**src/rtl/tof_pkg.sv**
```systemverilog
package tof_pkg;
  typedef enum logic [1:0] {
    FMT_REAL  = 2'b00,
    FMT_ILV   = 2'b01,
    FMT_SPLIT = 2'b10
  } fmt_e;

  function automatic fmt_e fmt_decode(input logic [1:0] code);
    case (code)
      2'b01:   return FMT_ILV;
      2'b10:   return FMT_SPLIT;
      default: return FMT_REAL;
    endcase
  endfunction
endpackage

```
**src/rtl/tof_rate_gen.sv**
```systemverilog
module tof_rate_gen (
  input  logic clk,
  input  logic rst,
  input  logic half_rate,
  output logic slot
);
  logic tick_q;

  always_ff @(posedge clk) begin
    if (rst) tick_q <= 1'b0;
    else     tick_q <= half_rate ? ~tick_q : 1'b0;
  end

  assign slot = ~half_rate | tick_q;
endmodule

```
**src/rtl/tof_seq.sv**
```systemverilog
module tof_seq
  import tof_pkg::*;
(
  input  logic       clk,
  input  logic       rst,
  input  logic       slot,
  input  logic       in_valid,
  input  logic [1:0] fmt_sel,
  output logic       start,
  output logic       cont,
  output fmt_e       mode_now
);
  fmt_e mode_act;
  logic pair_q;

  assign start    = slot & ~pair_q & in_valid;
  assign cont     = slot & pair_q & (mode_act == FMT_ILV);
  assign mode_now = start ? fmt_decode(fmt_sel) : mode_act;

  always_ff @(posedge clk) begin
    if (rst) begin
      mode_act <= FMT_REAL;
      pair_q   <= 1'b0;
    end else if (start) begin
      mode_act <= fmt_decode(fmt_sel);
      pair_q   <= (fmt_decode(fmt_sel) != FMT_REAL);
    end else if (slot && pair_q) begin
      pair_q   <= 1'b0;
    end
  end
endmodule

```
**src/rtl/tof_port_map.sv**
```systemverilog
module tof_port_map
  import tof_pkg::*;
#(
  parameter int DW = 18,
  parameter int NP = 4
) (
  input  logic              start,
  input  logic              cont,
  input  fmt_e              mode_now,
  input  logic [NP*DW-1:0]  in_i,
  input  logic [NP/2*DW-1:0] split_q,
  input  logic [NP*DW-1:0]  hold_q,
  input  logic [NP*DW-1:0]  raw_q,
  output logic [NP*DW-1:0]  nxt_raw
);
  for (genvar p = 0; p < NP; p++) begin : g_port
    localparam int CH = p / 2;
    localparam bit IS_Q = (p % 2) == 1;
    logic [DW-1:0] w;
    always_comb begin
      w = raw_q[p*DW +: DW];
      if (start) begin
        if (mode_now == FMT_SPLIT)
          w = IS_Q ? split_q[CH*DW +: DW] : in_i[CH*DW +: DW];
        else
          w = in_i[p*DW +: DW];
      end else if (cont) begin
        w = hold_q[p*DW +: DW];
      end
    end
    assign nxt_raw[p*DW +: DW] = w;
  end
endmodule

```
**src/rtl/tx_out_formatter.sv**
```systemverilog
module tx_out_formatter
  import tof_pkg::*;
#(
  parameter int DW = 18,
  parameter int NP = 4
) (
  input  logic             clk,
  input  logic             rst,
  input  logic             half_rate,
  input  logic [1:0]       fmt_sel,
  input  logic             in_valid,
  input  logic [NP*DW-1:0] in_i,
  input  logic [NP*DW-1:0] in_q,
  input  logic [NP-1:0]    port_en,
  input  logic [NP-1:0]    port_hiz,
  output logic [NP*DW-1:0] tx_data,
  output logic [NP-1:0]    tx_drive,
  output logic             tx_iflag,
  output logic             tx_stb
);
  localparam int W    = NP * DW;
  localparam int HALF = NP / 2;

  logic slot, start, cont;
  fmt_e mode_now;
  logic [W-1:0] hold_q, raw_q, nxt_raw;

  tof_rate_gen u_rate (
    .clk(clk), .rst(rst), .half_rate(half_rate), .slot(slot)
  );

  tof_seq u_seq (
    .clk(clk), .rst(rst), .slot(slot), .in_valid(in_valid),
    .fmt_sel(fmt_sel), .start(start), .cont(cont), .mode_now(mode_now)
  );

  tof_port_map #(.DW(DW), .NP(NP)) u_map (
    .start(start), .cont(cont), .mode_now(mode_now),
    .in_i(in_i), .split_q(in_q[HALF*DW-1:0]),
    .hold_q(hold_q), .raw_q(raw_q), .nxt_raw(nxt_raw)
  );

  always_ff @(posedge clk) begin
    if (rst) begin
      hold_q   <= '0;
      raw_q    <= '0;
      tx_data  <= '0;
      tx_drive <= '0;
      tx_iflag <= 1'b0;
      tx_stb   <= 1'b0;
    end else begin
      tx_stb <= 1'b0;
      if (start) hold_q <= in_q;
      if (slot) begin
        raw_q    <= nxt_raw;
        tx_stb   <= start | cont;
        tx_iflag <= start && (mode_now == FMT_ILV);
        tx_drive <= port_en | ~port_hiz;
        for (int p = 0; p < NP; p++)
          tx_data[p*DW +: DW] <= port_en[p] ? nxt_raw[p*DW +: DW] : '0;
      end
    end
  end
endmodule

```
**config.mk**
```make
export PLATFORM = sky130hd
export DESIGN_NAME = tx_out_formatter
export DESIGN_NICKNAME = d
export VERILOG_FILES = /design/src/rtl/tof_pkg.sv /design/src/rtl/tof_rate_gen.sv /design/src/rtl/tof_seq.sv /design/src/rtl/tof_port_map.sv /design/src/rtl/tx_out_formatter.sv
export SDC_FILE = /design/constraint.sdc
export NUM_CORES = 1
export LEC_CHECK = 0
export ABC_AREA = 0
export ABC_CLOCK_PERIOD_IN_PS = 2100
export BUFFER_PORTS_ARGS = -buffer_cell sky130_fd_sc_hd__buf_2
export CAP_MARGIN = 10
export CORE_UTILIZATION = 45
export DETAILED_ROUTE_END_ITERATION = 8
export HOLD_SLACK_MARGIN = 0.1
export PLACE_DENSITY = 0.71
export SYNTH_ARGS = -nofsm -noshare
export SYNTH_HDL_FRONTEND = slang
export SYNTH_HIERARCHICAL = 1
export SYNTH_SLANG_ARGS = --single-unit
```
**constraint.sdc**
```tcl
create_clock -name clk -period 2.1 [get_ports clk]
set_input_delay 0.42 -clock clk [delete_from_list [all_inputs] [get_ports clk]]
set_output_delay 0.42 -clock clk [all_outputs]
set_load 0.005 [all_outputs]
```
# Word-level counts from Yosys, hierarchy flattened
# Cells that the tools add are included.
[word_totals]
in_bits = 158
ff_bits = 226
wordCells = 53
[classes]
reduce_logical = 6
mux = 21
eq_ne = 5
n_bitwise = 12
[ops]
columns = ["operator", "count"]
rows = [
  ["2-to-1 mux 18 bit", 15],
  ["== test 2 x 1 -> 1 bit, second input constant", 3],
  ["2-to-1 mux 2 bit", 3],
  ["bitwise AND 1 bit", 4],
  ["== test 2 bit, second input constant", 2],
  ["inverter 1 bit", 4],
  ["inverter 4 bit", 1],
  ["OR 4 bit", 1],
  ["case mux 2 bit (2 select lines)", 1],
  ["nonzero test 2 bit", 2],
  ["OR reduction 2 bit", 2],
  ["logical AND 1 bit", 2],
  ["2-to-1 mux 1 bit", 2],
  ["OR 1 bit", 2],
]

# Depth between registers and ports, before layout
[logic_depth]
word_depth = 9
ltp_mapped = 11

# Cells and area by module
# Netlist, hierarchy kept.
[by_module_without_submodules]
columns = ["module", "seq_area_each_um2", "cells_each", "instances", "area_each_um2"]
rows = [
  ["tx_out_formatter", 4444.3, 809, 1, 8291.7],
  ["tof_port_map", 0.0, 307, 1, 2183.3],
  ["tof_seq", 60.1, 21, 1, 227.7],
  ["tof_rate_gen", 20.0, 3, 1, 38.8],
]

# Least setup slack after synthesis
# OpenSTA, ideal clock, no wires.
[synth_timing]
path_kind = "input to register"
from = "input half_rate"
to = "register raw_q[24]"
setup_ns = 0.117
arrival_time_ns = 2.043
stages = 11
required_ns = 1.983
slack_ns = -0.060
cell_sequence = "nand2b_1 > and3b_1 > buf_6 > mux2_4 > nor2b_4 > buf_12 > buf_12 > mux2i_1 > a21oi_1 > mux2i_1 > nor2_1"
[synth_between]
elab_chain_len = 8
elab_cells_between_ends = 11
cone_classes = "eq/ne: 1; mux: 4; bitwise: 6"
[synth_lines]
columns = ["element", "line_no", "text"]
rows = [
  ["start, declared", "tx_out_formatter.sv:9", "input logic half_rate,"],
  ["inverter 1 bit", "tof_rate_gen.sv:14", "assign slot = ~half_rate | tick_q;"],
  ["OR 1 bit", "tof_rate_gen.sv:14", ""],
  ["bitwise AND 1 bit (2 in series)", "tof_seq.sv:16", "assign start = slot & ~pair_q & in_valid;"],
  ["named net start", "tx_out_formatter.sv:24", "logic slot, start, cont;"],
  ["2-to-1 mux 2 bit", "n/a", ""],
  ["named net mode_now[0]", "tx_out_formatter.sv:25", "fmt_e mode_now;"],
  ["== test 2 bit", "tof_port_map.sv:23", "if (mode_now == FMT_SPLIT)"],
  ["2-to-1 mux 18 bit", "tof_port_map.sv:23", ""],
  ["2-to-1 mux 18 bit", "tof_port_map.sv:22", "if (start) begin"],
  ["named net nxt_raw[24]", "tx_out_formatter.sv:26", "logic [W-1:0] hold_q, raw_q, nxt_raw;"],
  ["end signal, assigned", "tx_out_formatter.sv:55", "raw_q <= nxt_raw;"],
  ["end, declared", "tx_out_formatter.sv:26", ""],
]
# The timed path passes the listed nets, and every way through them passes these cells.
# A chain may end at the register's enable or synchronous reset.

# Worst setup path after layout
[layout_timing]
from = "register u_rate.tick_q"
to = "register raw_q[51]"
[layout_between]
elab_chain_len = 7
elab_cells_between_ends = 10
cone_classes = "eq/ne: 1; mux: 4; bitwise: 5"
[layout_lines]
columns = ["element", "line_no", "text"]
rows = [
  ["start, declared", "tof_rate_gen.sv:7", "logic tick_q;"],
  ["start signal, assigned", "tof_rate_gen.sv:11", "else tick_q <= half_rate ? ~tick_q : 1'b0;"],
  ["OR 1 bit", "tof_rate_gen.sv:14", ""],
  ["named net slot", "tx_out_formatter.sv:24", ""],
  ["bitwise AND 1 bit (2 in series)", "tof_seq.sv:16", ""],
  ["named net start", "tx_out_formatter.sv:24", ""],
  ["2-to-1 mux 2 bit", "n/a", ""],
  ["named net mode_now[0]", "tx_out_formatter.sv:25", ""],
  ["== test 2 bit", "tof_port_map.sv:23", ""],
  ["2-to-1 mux 18 bit", "tof_port_map.sv:23", ""],
  ["2-to-1 mux 18 bit", "tof_port_map.sv:22", ""],
  ["named net nxt_raw[51]", "tx_out_formatter.sv:26", ""],
]
# The timed path passes the listed nets, and every way through them passes these cells.

==> summary.md <==
| Metric | Value |
|---|---|
| Grt ovf | 0 |
| CP max FO | 8 |
| Seq/Total Area, Yosys | 42.1% |
| Vias per cell | 5.37 |
| Crit path required time | 2.50 ns |
| # IOs | 236 |
| Mapped Nets | 1300 |
| DR iter-0 viols | 712 |
| Synth Area in Simple Gates | 19.1% |
| Synth area leaders | dfxtp_1, mux2i_1, a21oi_1 |
| CTS Buffer Depth | 3 |
| Clk_skew | 0.0106 ns |
| Vias in the first global route | 8430 |
| Startpoint class of the critical path | flip-flop |
| Final setup viols | 53 |
| Final net count | 1503 |
| P&R area growth vs syn | 26.3% |
| Slew margin rel. | 37.6% |
| Worst Hold Depth | 3 |
| Core area | 23500 µm² |
| RSZ-0062 raised after global routing | yes |
| Clock-pin slew on the worst setup and hold paths | 0.06 ns |
| Clock Latency Late Sink | 0.52 ns |
| Mean Syn Cell Area | 9.42 µm² |
| Setup TNS | -1.89 ns |
| Worst R2R Start | u_rate/tick_q |
| Num CTS Buffers | 25 |
| Largest net degree at the start of global routing | 178 |
| Biggest area consumer among synthesized cells | dfxtp_1 |
| Initial Utilization | 45.8% |
| First-pass GRT wire length | 46000 µm |
| PortBufs | 235 |
| Post-Syn Instances | 1140 |
| Crit. End Element | flip-flop |
| Placer Congestion | 0.827 |
| Max cap viols | 0 |
| Cell row count | 56 |
| #FFs+latches synth | 226 |
| Outcome | finished, violations left |
| Met3 usage | 5.07% |
| All-Layer GR Usage | 24.1% |
| Hold_sp | in_q[46] |
| Layout Utilization | 57.8% |
| Fillers | 2058 |
| Fin. max-slew vios | 0 |
| Worst EP arrival | 2.63 ns |
| Synthesis warning total | 6 |
| Initial antenna violation count | 7 |
| Peak Freq | 448 MHz |
| Pwr dens | 791 nW/µm² |
| Crit path time final | 2.23 ns |
| Synth Cell Area | 10700 µm² |
| Number of library cell types mapped by synthesis | 30 |
| Reg2reg path depth | 10 |
| DIE AREA | 24500 µm² |
| Hold Violations, Final | 0 |
| VDD IR-drop max | 0.000591 V |
| Via total after detailed routing | 9049 |
| Final std cells w/o fill | 1684 |
| Failing checks | negative setup slack |
| Clk root buf | clkbuf_16 |
| Mux cell area share after synthesis | 20.6% |
| Post-synthesis xor/xnor area fraction | 0% |
| FF/Latch Area | 4530 µm² |
| Share of cells above drive strength 1 | 33.3% |
| Worst reg2reg setup slack | -0.13 ns |
| Met1 GRT Util | 32.2% |
| Pre-antenna DRT Iters | 5 |
| WL final | 31100 µm |
| Critical R2R Capture | raw_q[51] |
| Setup WS post-layout | -0.130 ns |
| Die H | 157 µm |
| Hold endpoint | hold_q[46] |
| CTS Sinks | 226 |
| Met2 Use GR | 38.1% |
| Worst slew pin tran | 0.935 ns |
| Global route hottest layer | met2 |
| WS Path Type | flip-flop to flip-flop |
| Post-DP HPWL | 20600 µm |
| H-tree Lvls | 1 |
| Drt drc | 0 |
| Largest family of logic cells by synthesized area | multiplexers |
| Leakage Power | 5.59 nW |
| Min-Delay Path Class | input pin to flip-flop |
| Placed cell count | 1625 |
| Synth Area in Compound Gates | 10.9% |
| Worst slack, placed | -0.291 ns |
| Multi-input logic area | 6040 µm² |
| Area share of the largest cell type after synthesis | 42.1% |
| Crit share post-route | 106% |
| DIE WIDTH | 157 µm |
| Number of routed nets with antenna violations | 0 |
| Wirelength per Cell | 18.5 µm |
| CTS tree | done |
| Adder-cell area share of the yosys netlist | 0.233% |
## critical path, cell delays in order, from the launching register on
cell and delay (ns):
dfxtp_2 0.32, nand2b_4 0.11, and3b_4 0.22, mux2_4 0.32
nor2b_4 0.16, buf_12 0.18, buf_12 0.16, mux2i_2 0.28
a21oi_2 0.12, mux2i_1 0.16, nor2_1 0.06
## state kept, by name, indices dropped and copies added, names as in the netlist
signal,flops
tx_iflag,1
tx_stb,1
u_seq/mode_act,2
tx_data,72
tx_drive,4
u_rate/tick_q,1
u_seq/pair_q,1
raw_q,72
hold_q,72
## worst max-delay path by stage
stage	start	slack [ns]	endpoint
floorplan	half_rate	0.03	raw_q[24]
global route	u_rate/tick_q	-0.19	raw_q[49]
finish	u_rate/tick_q	-0.13	raw_q[51]
detailed placement	half_rate	-0.29	raw_q[32]
CTS	u_rate/tick_q	-0.07	raw_q[45]
global placement	half_rate	-0.25	raw_q[50]
## layer usage
layer	vias up	share of wire, %
met1	4338	45
li1	4390	-
met4	2	3.0
met2	264	46
met3	55	5.9
met5	-	0.032
## logic make-up (layout without fill, tap and decap cells)
group                    Yosys count  count (layout)
AND/OR/NAND/NOR                  379             379
flip-flops                       226             226
multiplexers                     220             220
other                              0               6
buffers and inverters            109             328
AO/OA/AOI/OAI                    204             204
adder cells (fa/ha/maj)            2               2
## per-stage QoR
stage	total power, mW	area (µm²)	hold slack [ns]
3_3_place_gp	6.32	12000	0.452
5_1_grt	11.1	13600	0.140
4_1_cts	10.6	13100	0.131
2_1_floorplan	5.88	10700	0.409
6_report	10.7	13600	0.145
3_5_place_dp	6.36	12000	0.456
## synth_stat cells, drive strengths merged
cell type    n
dfxtp      226
inv          6
or2b         1
o21ai       18
nand3       72
nor2b       55
a21oi      128
mux2         2
and3b        1
mux2i      218
clkbuf      24
nor2       149
nand2       18
nor3b        2
nand4bb      1
ha           2
buf         79
and4b        1
nand2b      78
nand4b       1
a211oi      54
a311oi       4
## cell type report
type                    instances  area share (%)
multi-input cells             805            44.5
clock inverters                 5           0.203
clock buffers                  38            5.56
flip-flops and latches        226            33.4
repair buffers                279            13.1
well taps                     319            2.94
diodes                          6           0.111
inverters                       6           0.166
## placed cells by master, fill, tap and decap left out, types with 2 or more instances in the layout
cell             n
a211oi_1        54
a21oi_1         59
a21oi_2         69
a311oi_1         4
buf_12          11
buf_16           3
buf_2          234
buf_4           19
buf_6            4
buf_8            2
clkbuf_1         5
clkbuf_16       27
clkbuf_8         8
clkinv_2         4
dfxtp_1        225
diode_2          6
dlygate4sd3_1    4
ha_1             2
inv_1            6
mux2_4           2
mux2i_1        186
mux2i_2         10
mux2i_4         22
nand2_1         18
nand2b_1        77
nand3_1         42
nand3_2         30
nor2_1         149
nor2b_1         54
o21ai_1         17
## repair_timing
item                                    CTS  global route
gates cloned                              3             2
hold endpoints to repair                  4             0
resized for setup                        28           110
pin swaps                                26            57
hold buffers                              4             0
setup buffers                             3             1
endpoints found under the setup margin   75           115
## power by group
part,total (mW),internal (mW),switching (mW)
clock,4.19,2.46,1.74
combinational,1.86,0.848,1.01
sequential,4.68,4.54,0.137
Note: power is estimated with default switching activity, not from simulation.
